$ cat config.mk
export PLATFORM = sky130hd
export DESIGN_NAME = dwb_seq
export DESIGN_NICKNAME = d
export VERILOG_FILES = /design/src/rtl/dwb_pkg.sv /design/src/rtl/dwb_lat.sv /design/src/rtl/dwb_burst.sv /design/src/rtl/dwb_rec.sv /design/src/rtl/dwb_seq.sv
export SDC_FILE = /design/constraint.sdc
export NUM_CORES = 1
export LEC_CHECK = 0
export BUFFER_PORTS_ARGS = -buffer_cell sky130_fd_sc_hd__buf_2
export CORE_ASPECT_RATIO = 1.5
export CORE_UTILIZATION = 29
export CTS_BUF_LIST = sky130_fd_sc_hd__clkbuf_4
export CTS_CLUSTER_DIAMETER = 30
export DETAILED_ROUTE_END_ITERATION = 7
export PLACE_DENSITY = 0.61
export SLEW_MARGIN = 0
export SYNTH_ARGS = -nofsm -noshare
export SYNTH_HDL_FRONTEND = slang
export SYNTH_HIERARCHICAL = 1
export SYNTH_SLANG_ARGS = --single-unit
$ cat constraint.sdc
create_clock -name clk -period 3.9 [get_ports clk]
set_clock_uncertainty 0.2 [all_clocks]
set_input_delay 0.195 -clock clk [delete_from_list [all_inputs] [get_ports clk]]
set_output_delay 0.195 -clock clk [all_outputs]
set_load 0.02 [all_outputs]
$ cat src/rtl/dwb_pkg.sv
package dwb_pkg;

   typedef struct packed {
      logic cs_n;
      logic ras_n;
      logic cas_n;
      logic we_n;
   } dwb_cmd_t;

   localparam dwb_cmd_t DWB_CMD_NOP = '{cs_n: 1'b0, ras_n: 1'b1, cas_n: 1'b1, we_n: 1'b1};
   localparam dwb_cmd_t DWB_CMD_WR  = '{cs_n: 1'b0, ras_n: 1'b1, cas_n: 1'b0, we_n: 1'b0};
   localparam dwb_cmd_t DWB_CMD_PRE = '{cs_n: 1'b0, ras_n: 1'b0, cas_n: 1'b1, we_n: 1'b0};

endpackage

$ cat src/rtl/dwb_lat.sv
// Registered write-latency stage: WL = AL + CL - 1.
module dwb_lat #(
   parameter int WL_W = 4
) (
   input  logic            clk,
   input  logic            rst_n,
   input  logic [2:0]      al,
   input  logic [2:0]      cl,
   output logic [WL_W-1:0] wl_q,
   output logic            wl_vld
);

   always_ff @(posedge clk) begin
      if (!rst_n) begin
         wl_q   <= '0;
         wl_vld <= 1'b0;
      end else begin
         wl_q   <= WL_W'(al) + WL_W'(cl) - WL_W'(1);
         wl_vld <= 1'b1;
      end
   end

endmodule

$ cat src/rtl/dwb_burst.sv
// Burst scheduler: counts from the write command cycle and raises the
// preamble, toggle and postamble flags with the beat pair of each cycle.
module dwb_burst #(
   parameter int DQ_W   = 8,
   parameter int BL_MAX = 8,
   parameter int WL_W   = 4,
   parameter int CNT_W  = 5
) (
   input  logic                   clk,
   input  logic                   rst_n,
   input  logic                   start,
   input  logic [WL_W-1:0]        wl,
   input  logic                   bl8,
   input  logic [BL_MAX*DQ_W-1:0] data,
   output logic                   busy,
   output logic                   post,
   output logic                   last,
   output logic                   cmd_slot,
   output logic                   dqs_pre,
   output logic                   dqs_tog,
   output logic [DQ_W-1:0]        dq_rise,
   output logic [DQ_W-1:0]        dq_fall
);

   localparam int NB_MAX = BL_MAX / 2;

   logic                   busy_q, post_q;
   logic [CNT_W-1:0]       cnt_q;
   logic [BL_MAX*DQ_W-1:0] data_q;
   logic [CNT_W-1:0]       wl_c, nb, last_idx, rel;
   logic                   in_beat;
   logic [DQ_W-1:0]        rise_sel [NB_MAX];
   logic [DQ_W-1:0]        fall_sel [NB_MAX];

   assign wl_c     = CNT_W'(wl);
   assign nb       = bl8 ? CNT_W'(NB_MAX) : CNT_W'(NB_MAX / 2);
   assign last_idx = wl_c + nb - CNT_W'(1);
   assign rel      = cnt_q - wl_c;
   assign in_beat  = busy_q && (cnt_q >= wl_c) && (cnt_q <= last_idx);

   assign busy     = busy_q;
   assign post     = post_q;
   assign last     = busy_q && (cnt_q == last_idx);
   assign cmd_slot = busy_q && (cnt_q == '0);
   assign dqs_pre  = busy_q && (cnt_q == wl_c - CNT_W'(1));
   assign dqs_tog  = in_beat;

   always_ff @(posedge clk) begin
      if (!rst_n) begin
         busy_q <= 1'b0;
         post_q <= 1'b0;
         cnt_q  <= '0;
         data_q <= '0;
      end else begin
         post_q <= 1'b0;
         if (start) begin
            busy_q <= 1'b1;
            cnt_q  <= '0;
            data_q <= data;
         end else if (busy_q) begin
            if (last) begin
               busy_q <= 1'b0;
               post_q <= 1'b1;
            end else begin
               cnt_q <= cnt_q + CNT_W'(1);
            end
         end
      end
   end

   for (genvar b = 0; b < NB_MAX; b++) begin : g_pair
      assign rise_sel[b] = (in_beat && rel == CNT_W'(b)) ? data_q[(2*b)*DQ_W +: DQ_W]   : '0;
      assign fall_sel[b] = (in_beat && rel == CNT_W'(b)) ? data_q[(2*b+1)*DQ_W +: DQ_W] : '0;
   end

   always_comb begin
      dq_rise = '0;
      dq_fall = '0;
      for (int b = 0; b < NB_MAX; b++) begin
         dq_rise = dq_rise | rise_sel[b];
         dq_fall = dq_fall | fall_sel[b];
      end
   end

endmodule

$ cat src/rtl/dwb_rec.sv
// Write-recovery timer and precharge handshake.
module dwb_rec #(
   parameter int BA_W  = 3,
   parameter int TWR_W = 4
) (
   input  logic             clk,
   input  logic             rst_n,
   input  logic             wr_fire,
   input  logic             burst_busy,
   input  logic             last,
   input  logic [BA_W-1:0]  trk_bank,
   input  logic [TWR_W-1:0] twr,
   input  logic             pre_valid,
   input  logic [BA_W-1:0]  pre_bank,
   output logic             pre_ready,
   output logic             rec_idle,
   output logic             pcmd_q,
   output logic [BA_W-1:0]  pbank_q
);

   logic [TWR_W-1:0] rec_q;
   logic             block;

   assign rec_idle  = (rec_q == '0);
   assign block     = (burst_busy || !rec_idle) && (pre_bank == trk_bank);
   assign pre_ready = !wr_fire && !block;

   always_ff @(posedge clk) begin
      if (!rst_n) begin
         rec_q   <= '0;
         pcmd_q  <= 1'b0;
         pbank_q <= '0;
      end else begin
         if (last)
            rec_q <= (twr == '0) ? '0 : twr - TWR_W'(1);
         else if (!rec_idle)
            rec_q <= rec_q - TWR_W'(1);
         pcmd_q  <= pre_valid && pre_ready;
         pbank_q <= pre_bank;
      end
   end

endmodule

$ cat src/rtl/dwb_seq.sv
module dwb_seq #(
   parameter int BA_W   = 3,
   parameter int COL_W  = 10,
   parameter int ADDR_W = 14,
   parameter int DQ_W   = 8,
   parameter int BL_MAX = 8,
   parameter int TWR_W  = 4
) (
   input  logic                   clk,
   input  logic                   rst_n,
   input  logic [2:0]             cfg_al,
   input  logic [2:0]             cfg_cl,
   input  logic                   cfg_bl8,
   input  logic [TWR_W-1:0]       cfg_twr,
   input  logic                   wr_valid,
   output logic                   wr_ready,
   input  logic [BA_W-1:0]        wr_bank,
   input  logic [COL_W-1:0]       wr_col,
   input  logic [BL_MAX*DQ_W-1:0] wr_data,
   input  logic                   pre_valid,
   output logic                   pre_ready,
   input  logic [BA_W-1:0]        pre_bank,
   output logic                   mem_cs_n,
   output logic                   mem_ras_n,
   output logic                   mem_cas_n,
   output logic                   mem_we_n,
   output logic [BA_W-1:0]        mem_ba,
   output logic [ADDR_W-1:0]      mem_addr,
   output logic                   phy_dqs_oe,
   output logic                   phy_dqs_pre,
   output logic                   phy_dqs_tog,
   output logic                   phy_dqs_post,
   output logic                   phy_dq_oe,
   output logic [DQ_W-1:0]        phy_dq_rise,
   output logic [DQ_W-1:0]        phy_dq_fall
);
   import dwb_pkg::*;

   localparam int WL_W  = 4;
   localparam int CNT_W = $clog2(8 + BL_MAX / 2 + 2) + 1;

   if (BL_MAX != 8) begin : g_bad_bl
      $error("dwb_seq: BL_MAX must be 8");
   end
   if (COL_W > 10 || COL_W >= ADDR_W) begin : g_bad_col
      $error("dwb_seq: column must fit below address bit 10");
   end
   if (TWR_W < 2) begin : g_bad_twr
      $error("dwb_seq: TWR_W too small");
   end

   logic [WL_W-1:0]  wl;
   logic             wl_vld;
   logic             wr_fire;
   logic             busy, post, last, cmd_slot;
   logic             rec_idle, pcmd_q;
   logic [BA_W-1:0]  pbank_q, bank_q;
   logic [COL_W-1:0] col_q;
   dwb_cmd_t         cmd;

   assign wr_ready = wl_vld && !busy && !post && rec_idle;
   assign wr_fire  = wr_valid && wr_ready;

   always_ff @(posedge clk) begin
      if (!rst_n) begin
         bank_q <= '0;
         col_q  <= '0;
      end else if (wr_fire) begin
         bank_q <= wr_bank;
         col_q  <= wr_col;
      end
   end

   dwb_lat #(.WL_W(WL_W)) u_lat (
      .clk    (clk),
      .rst_n  (rst_n),
      .al     (cfg_al),
      .cl     (cfg_cl),
      .wl_q   (wl),
      .wl_vld (wl_vld)
   );

   dwb_burst #(.DQ_W(DQ_W), .BL_MAX(BL_MAX), .WL_W(WL_W), .CNT_W(CNT_W)) u_burst (
      .clk      (clk),
      .rst_n    (rst_n),
      .start    (wr_fire),
      .wl       (wl),
      .bl8      (cfg_bl8),
      .data     (wr_data),
      .busy     (busy),
      .post     (post),
      .last     (last),
      .cmd_slot (cmd_slot),
      .dqs_pre  (phy_dqs_pre),
      .dqs_tog  (phy_dqs_tog),
      .dq_rise  (phy_dq_rise),
      .dq_fall  (phy_dq_fall)
   );

   dwb_rec #(.BA_W(BA_W), .TWR_W(TWR_W)) u_rec (
      .clk        (clk),
      .rst_n      (rst_n),
      .wr_fire    (wr_fire),
      .burst_busy (busy),
      .last       (last),
      .trk_bank   (bank_q),
      .twr        (cfg_twr),
      .pre_valid  (pre_valid),
      .pre_bank   (pre_bank),
      .pre_ready  (pre_ready),
      .rec_idle   (rec_idle),
      .pcmd_q     (pcmd_q),
      .pbank_q    (pbank_q)
   );

   assign phy_dqs_post = post;
   assign phy_dq_oe    = phy_dqs_tog;
   assign phy_dqs_oe   = phy_dqs_pre | phy_dqs_tog | post;

   always_comb begin
      cmd      = DWB_CMD_NOP;
      mem_ba   = '0;
      mem_addr = '0;
      if (cmd_slot) begin
         cmd      = DWB_CMD_WR;
         mem_ba   = bank_q;
         mem_addr = ADDR_W'(col_q);
      end else if (pcmd_q) begin
         cmd    = DWB_CMD_PRE;
         mem_ba = pbank_q;
      end
   end

   assign mem_cs_n  = cmd.cs_n;
   assign mem_ras_n = cmd.ras_n;
   assign mem_cas_n = cmd.cas_n;
   assign mem_we_n  = cmd.we_n;

endmodule

==> flow_results.org, run 1 <==
** Setup path
- Kind of end point of the critical path :: output pin
- Startpoint Class :: register
- STA puts the critical path data required time at around 3.5 ns.
- Delay contributed by the slowest stage of the critical path :: 0.36 ns
- Walking the worst path, the cells encountered are inv_2, ha_1, inv_1, ha_2, inv_1, fa_2, xor2_1, ha_1, o21ai_0, nand2b_1, a31o_4, buf_12, nor3b_2, buf_2.
- The critical path is of the reg -> out type.
- For the worst setup path, the data arrival time is 3.41 ns.
- Launching element of the worst setup path :: u_lat/wl_q[1]
- Highest-delay cell along the critical path :: dfxtp_2
- R2R Path Start :: u_lat/wl_q[1]
- Across all register-to-register paths, the minimum setup slack is 0.50 ns.
- Maximum fanout encountered on the critical timing path :: 7
- Measured in cells, the most critical reg-to-reg path has a length of 14.
- Capturing instance or port of the critical path :: phy_dq_rise[0]
- Critical register-to-register path endpoint :: u_rec/rec_q[2]

** Clocking
- At the later pin of the worst-skew pair, clock insertion delay measures 0.47 ns.
- Clock tree buffer depth :: 2
- Number of buffers added by the clock tree synthesis step :: 9
- Root Buffer Master :: clkbuf_4
- Worst-path clk slew :: 0.16 ns
- The H-tree was split into 3 levels.
- TritonCTS built the clock tree.
- The tree built by TritonCTS fans out to 97 sinks.

** Synth
- In the post-synthesis netlist, the biggest area contributors are dfxtp_1 37%, mux2i_1 15%, nor2b_1 8.1%, ha_1 5.2%, mux4_2 3.9%.
- Share of synthesized area occupied by flip-flops and latches :: 36.9%
- Most instantiated library cell after synthesis :: dfxtp_1
- Summing every instance area after synthesis gives 0.00526 mm².
- The largest total area in the synthesized netlist belongs to dfxtp_1.
- Counting flops with a built-in enable in the synthesized netlist gives 0.
- The commonest cells after synthesis are 97 x dfxtp_1, 79 x mux2i_1, 68 x nor2b_1, 36 x nand2_1, 29 x inv_1.
- The Yosys step of the flow raised 6 warnings.
- After synthesis the netlist holds a flip-flop and latch count of 97.
- Number of distinct library cells after synthesis :: 53
- Yosys top cell area share :: between 30 and 40%
- For this run, the leading register cell type out of synthesis is dfxtp_1.
- Synthesized instance count :: ~500
- Counting flops with an async set or reset pin after synthesis yields a share of 0%.
- Dividing the synthesized area by the synthesized cell count gives 10.3 µm².

** Place
- Final weighted congestion of routability-driven global placement :: 0.757
- Detailed-placement wirelength estimate :: 9030 µm
- During placement, the flow inserted port buffers numbering 133.
- Once placement completed, the tool counted placed cells totaling 835.

** Final layout
- Area of the multi-input gates :: just over 0.003 mm²
- Net total in the final layout :: 848
- Excluding fillers, the count of instances in the completed layout stands at 950.
- # fillers :: roughly 1700
- Fraction of layout cells with a size suffix above 1 :: 28.0%
- Summing all flip-flop and latch instances after layout gives between 0.0015 and 0.002 mm².
- Area added between synthesis and finish :: 39.1%

** Die
- Area enclosed by the die boundary :: 0.0187 mm²
- Cell Rows :: 60
- The region available for standard cell placement spans roughly 0.018 mm².
- During I/O placement, the number of pins put on the boundary was 139.
- Die W :: 112 µm
- Chip Height :: 167 µm
- Effective utilization at floorplan :: slightly below 30%

** Run
- Max_cap viols :: 0

** STA
- The number of hold-slack violations in the final timing report is 0.
- Of the available clock period, the critical path in the final layout requires 97.5%.
- In this run the tightest slew margin relative to its limit is between 40% and 50%.
- Adding up every negative setup slack in the final design gives 0 ns.
- Static timing analysis puts the maximum clock frequency at about 260 MHz.
- For the pin with the worst max-slew slack, the measured transition is 0.751 ns.
- Setup violations remaining at the end of the flow were counted as 0.
- The count of pins over their slew limit came to 0.
- Worst hold margin :: 0.0461 ns
- Counting I/O delays and the setup requirement, the final critical path takes 3.80 ns.

** Global route
- Global-route wire length before repair :: 21500 µm
- Initial antenna violation count :: 1
- Largest net degree at the start of global routing :: 49
- Number of global-route vias before repair :: about 4400
- For this run, the total global-route usage over all layers was measured as 14.6%.
- Overflow after GRT :: 0

** Min path
- Hold Crit Depth :: 1
- Worst min-delay path class :: in -> reg

** Power and ir drop
- Highest ir drop seen on vdd :: roughly 170 µV
- LEAKAGE :: 3.03 nW
- Dividing total power by cell area gives a power density of 376 mW/mm².

** Run status
- The flow ran to the end, but the final reports show violations.
- The final reports fail on DRC.

** Drt
- For this run, the detailed router's first-pass iteration total came to 6.
- Dividing the detail-routed wire length by the instance count gives 14.5 µm.
- Number of design-rule violations left by the first detailed-router iteration :: 162
- Wires add up to 13700 µm.
- DRT antenna net count :: 0
- Detailed-route vias per instance :: 4.59
- Overall via count from detail_route :: 4363
- Residual DRC :: 12
-- power breakdown --
part | switching, mW | internal (mW) | total (mW)
logic | 0.517 | 0.544 | 1.06
registers | 0.0794 | 1.12 | 1.20
clock network | 0.357 | 0.134 | 0.491
total | 0.953 | 1.80 | 2.75
-- through the flow --
| stage | instance area, µm² | setup WS, ns | util (%) | total power, mW |
|---|---|---|---|---|
| 5_1_grt | 7320 | -0.158 | 41.0 | 2.95 |
| 4_1_cts | 7180 | 0.00899 | 40.2 | 2.77 |
| 6_report | 7320 | 0.0967 | 41.0 | 2.75 |
| 2_1_floorplan | 5280 | 0.519 | - | 1.94 |
| 3_3_place_gp | 6090 | 0.497 | 34.1 | 2.16 |
| 3_5_place_dp | 6090 | 0.433 | 34.1 | 2.17 |
-- logic make-up after synthesis --
group / after synthesis / synth area share, %
xor+xnor: 17 / 2.83
simple gates: 177 / 20.2
fa+ha+maj: 25 / 6.37
mux: 95 / 22.4
buf+inv: 66 / 6.49
other cells: 1 / 0.0713
flops: 97 / 36.9
compound gates: 32 / 4.76
-- area by class of cell --
cell class	instances	area share, %
multi-input cells	351	42.2
flip-flops and latches	97	26.6
repair buffers	240	24.5
well taps	217	3.71
inverters	29	1.52
clock buffers	10	1.03
clock inverters	5	0.444
diodes	1	0.0342
-- per-layer routing --
metal | track usage [%] | vias up | wire length, µm
li1 | - | 2167 | -
met2 | 27.4 | 106 | 7270
met4 | 5.91 | 0 | 233
met5 | 0 | - | 0
met1 | 16.1 | 2069 | 5760
met3 | 2.62 | 21 | 491
-- timing repair --
item | 4_1_cts | 5_1_grt
hold endpoints to repair | 87 | 0
resized for setup | 8 | 29
hold buffers | 93 | 0
cloned | 0 | 1
setup buffers | 3 | 2
setup endpoints to repair | 15 | 15
pin swaps | 1 | 13
-- flip-flops by register name, indices dropped and copies added, names as in the netlist --
name,count
u_burst/cnt_q,5
u_lat/wl_vld,1
bank_q,3
u_rec/pbank_q,3
u_burst/data_q,64
u_rec/pcmd_q,1
u_rec/rec_q,4
u_burst/post,1
col_q,10
u_burst/busy,1
u_lat/wl_q,4
-- cells in the final DEF (no fill, tap or decap), types with 5 or more instances in the layout --
cell type	n
and2_1	15
buf_2	122
buf_4	18
clkbuf_4	10
conb_1	5
dfxtp_1	95
dlygate4sd3_1	93
ha_1	20
inv_1	26
mux2i_1	79
mux4_1	7
mux4_2	9
nand2_1	36
nor2_1	16
nor2b_1	68
nor3_1	6
nor3b_2	14
xnor2_1	9
xor2_1	8
-- critical path, delay by kind of cell, from the launching register on --
family / cells / cell delay, ns
flops: 1 / 0.36
simple gates: 2 / 0.30
fa+ha+maj: 4 / 1.10
xor+xnor: 1 / 0.15
buf+inv: 5 / 0.53
compound gates: 2 / 0.48
-- worst min path at each step --
stage / startpoint / endpoint / slack (ns)
floorplan: rst_n / u_lat/wl_vld / 0.02
global placement: pre_bank[2] / u_rec/pbank_q[2] / 0.22
detailed placement: pre_valid / u_rec/pcmd_q / 0.22
CTS: rst_n / u_lat/wl_vld / 0.000009
global route: rst_n / u_lat/wl_vld / 0.05
finish: rst_n / u_lat/wl_vld / 0.05
No activity file was read; power rests on OpenSTA's default activity.
==> run 2: changes to the inputs <==
Settings changed: CAP_MARGIN set to 0.
Clock period 3.9 ns to 4 ns, I/O delays scaled along.
==> run 2 against run 1 <==
Compared with the run above: clock-buffer cell count is 1 higher; clock power rose by 20%; via count fell by 2.3%; critical path depth is the same; the run still ends with DRC left; first-iteration DRC count fell by 9.9%; global-route usage decreased by 0.29 points.
==> flow_results.org, run 2 (synthesized netlist as in run 1, its figures left out) <==
** Run status
- Result of the run :: finished with violations
- Violations in the final reports :: DRC

** Setup path
- The worst setup path is of the reg -> out kind.
- The number of buffer and inverter instances along the worst setup path came to 4 (-1).
- The data arrival time of the critical path is 3.40 ns (about the same).
- Critical path data required time :: 3.60 ns (+0.10 ns)
- On the critical path, the stage with the largest delay is an instance of dfxtp_2.
- The delay of the slowest cell on the worst path was 0.38 ns (+0.02 ns).
- CP dominant cell by count :: ha_1
- The maximum net fanout on the critical path is 14 (+7).
- STA classifies the critical path endpoint as an output pin.
- Startpoint Class :: register
- In this design, the largest share of critical-path delay is due to adder cells.
- Walking the worst path, the cells encountered are inv_2, ha_4, inv_1, ha_1, a21o_1, a21oi_2, xnor2_1, ha_1, a211oi_2, nand2_1, a31o_4, buf_12, nor3b_2, buf_2.

** Final layout
- From synthesis to final layout, the design area changed by 37.4%.
- Post-layout util :: 40.5% (-0.50 points)
- The largest registers in the layout are u_burst/data_q x64, col_q x10, u_burst/cnt_q x5.
- The top cell types in the final layout, fill and taps aside, are 132 x buf_2, 95 x dfxtp_1, 91 x dlygate4sd3_1.
- The flip-flop count of the largest register after layout came to 64 (unchanged).
- The register with the most flip-flops in the final layout is u_burst/data_q.
- Cell Count, Final, Fillers Out :: 945 (-0.53%)
- Net total in the final layout :: 844 (-0.47%)
- The fill cell instance count of the final layout was 1761 (+0.86%).
- Fraction of layout cells with a size suffix above 1 :: 27.4% (-0.63 points)
- Leaving out fill and tap cells, the most frequent cell in the layout is buf_2.

** Die
- Boundary pin count :: 139 (unchanged)
- Die W :: 112 µm (unchanged)
- The chip height came to 167 µm (unchanged).
- The die area was 0.0187 mm² (unchanged).
- Cell Rows :: 60 (unchanged)
- Effective utilization at floorplan :: 29.5% (unchanged)
- The floorplan core area was 0.0179 mm² (unchanged).

** STA
- The number of hold-slack violations in the final timing report came to 0 (unchanged).
- The slew at the pin with the worst max-slew slack is 0.786 ns (+0.0348 ns).
- The worst path needs 3.80 ns of the cycle, external delays included.
- PnR worst setup slack :: 0.198 ns (+0.102 ns)
- The final critical path takes up 95.0% of the cycle.
- The final setup violation count is 0 (unchanged).
- The worst slew slack as a fraction of its limit is 47.6% (-2.3 points).
- The total negative slack for setup checks came to 0 ns (unchanged).
- Static timing analysis puts the maximum clock frequency at approximately 260 MHz.
- The count of pins over their slew limit was 0 (unchanged).

** Drt
- The number of design rule violations left after detail routing is 12 (unchanged).
- Number of design-rule violations left by the first detailed-router iteration :: 146 (-9.9%)
- The average via count per standard cell came to 4.51 (-1.8%).
- Routed Wire Length :: 13300 µm (-3.1%)
- The first-pass iteration count of the detailed router is 7 (+1).
- Overall via count from detail_route :: 4262 (-2.3%)
- The average wire per cell in the routed design came to 14.1 µm (-2.6%).
- The residual antenna-violating net count after detailed routing was 0 (unchanged).

** Global route
- The global-route usage over all layers came to 14.4% (-0.29 points).
- Initial antenna violation count :: 1 (unchanged)
- The first-pass GRT wire length was 20900 µm (-2.9%).
- Overflow after GRT :: 0 (unchanged)
- Met3 usage :: 2.51% (-0.11 points)
- Top Usage Layer GRT :: met2
- Number of global-route vias before repair :: 4254 (-3.7%)
- Largest net degree at the start of global routing :: 49 (unchanged)
- Met1 Resource Use GR :: 16.0% (-0.12 points)
- Met2 Track Usage GR :: 27.0% (-0.41 points)

** Min path
- Worst min-delay path class :: in -> reg

** Power and ir drop
- Power Dens Cells :: 382 mW/mm² (+1.6%)
- LEAKAGE :: 2.98 nW (-1.7%)
- The highest ir drop seen on vdd came to 168 µV (+0.28%).

** Clocking
- The post-CTS clock slew at the launch and capture registers of the worst setup and hold paths came to 0.15 ns (about the same).
- The number of clock buffers inserted by TritonCTS was 9 (unchanged).
- The maximum buffer depth of the clock tree was 2 (unchanged).
- TritonCTS built the clock tree.
- Clock Latency Late Sink :: 0.45 ns (-0.02 ns)
- Number of clock sinks :: 97 (unchanged)
- Number of levels the H-tree was split into :: 3 (unchanged)
- Root Buffer Master :: clkbuf_4

** Place
- Final weighted congestion of routability-driven global placement :: 0.739 (-2.3%)
- The number of cells in the design after placement is 837 (+0.24%).
- The setup slack at placement is 0.427 ns (-0.00608 ns).
- The count of port buffers added during placement is 133 (unchanged).
- Detailed-placement wirelength estimate :: 8960 µm (-0.81%)

** Run
- The number of max-capacitance violations reported came to 0 (unchanged).
## run 2: changes by cell type in the layout (fill, tap and decap cells not counted), sizes merged
| cell | delta |
|---|---|
| bufinv | +2 |
| clkinv | -2 |
| dlygate4sd3 | -2 |
| buf | -1 |
| clkinvlp | -1 |
| inv | -1 |
## run 2: area by class of cell
type | count | area, µm² | area share (%)
diodes | 1 | 2.50 | 0.0346
well taps | 217 | 272 | 3.75
multi-input cells | 351 | 3060 | 42.3
clock inverters | 3 | 67.6 | 0.934
inverters | 29 | 111 | 1.54
repair buffers | 236 | 1690 | 23.4
flip-flops and latches | 97 | 1940 | 26.9
clock buffers | 11 | 82.6 | 1.14
## run 2: stage by stage
step           hold WS [ns]  power (mW)  area [µm²]
2_1_floorplan        0.0277        1.89        5280
3_3_place_gp          0.227        2.10        6080
3_5_place_dp          0.234        2.11        6080
4_1_cts              0.0100        2.79        7160
5_1_grt              0.0468        2.95        7230
6_report             0.0574        2.76        7230
## run 2: report_power, final
part / switching (mW) / internal [mW] / total [mW]
registers: 0.0768 / 1.09 / 1.17
logic: 0.491 / 0.513 / 1.00
clock network: 0.326 / 0.262 / 0.588
total: 0.894 / 1.87 / 2.76
## run 2: repair_timing
| item | 4_1_cts | 5_1_grt |
|---|---|---|
| gates resized for setup | 5 | 15 |
| hold buffers | 91 | 0 |
| pin swaps | 1 | 1 |
| buffers inserted | 1 | 1 |
| hold endpoints to repair | 86 | 0 |
| setup endpoints to repair | 14 | 17 |
## run 2: worst paths after layout
| path | start | end | slack (ns) | depth (start not counted) |
|---|---|---|---|---|
| max | u_lat/wl_q[2] | phy_dq_fall[7] | 0.20 | 14 |
| min | cfg_cl[2] | u_lat/wl_q[2] | 0.06 | 5 |
| max reg2reg | u_lat/wl_q[1] | u_rec/rec_q[2] | 0.59 | 14 |
| min reg2reg | col_q[7] | col_q[7] | 0.26 | 2 |
## run 2: worst register-to-register path, cell delays in order (launching register included)
cell,delay (ns)
dfxtp_2,0.39
inv_4,0.05
ha_2,0.26
inv_1,0.05
ha_1,0.16
inv_1,0.06
fa_1,0.37
xor2_1,0.15
ha_1,0.29
and4_4,0.24
nand3_1,0.12
inv_1,0.22
nand3_1,0.09
dlygate4sd3_1,0.56
o211a_1,0.12
## run 2: per-layer routing
metal  up-vias  routed length [µm]
met5         -                   0
met4         0                 202
met3        15                 466
met2       100                6960
met1      1996                5690
li1       2151                   -
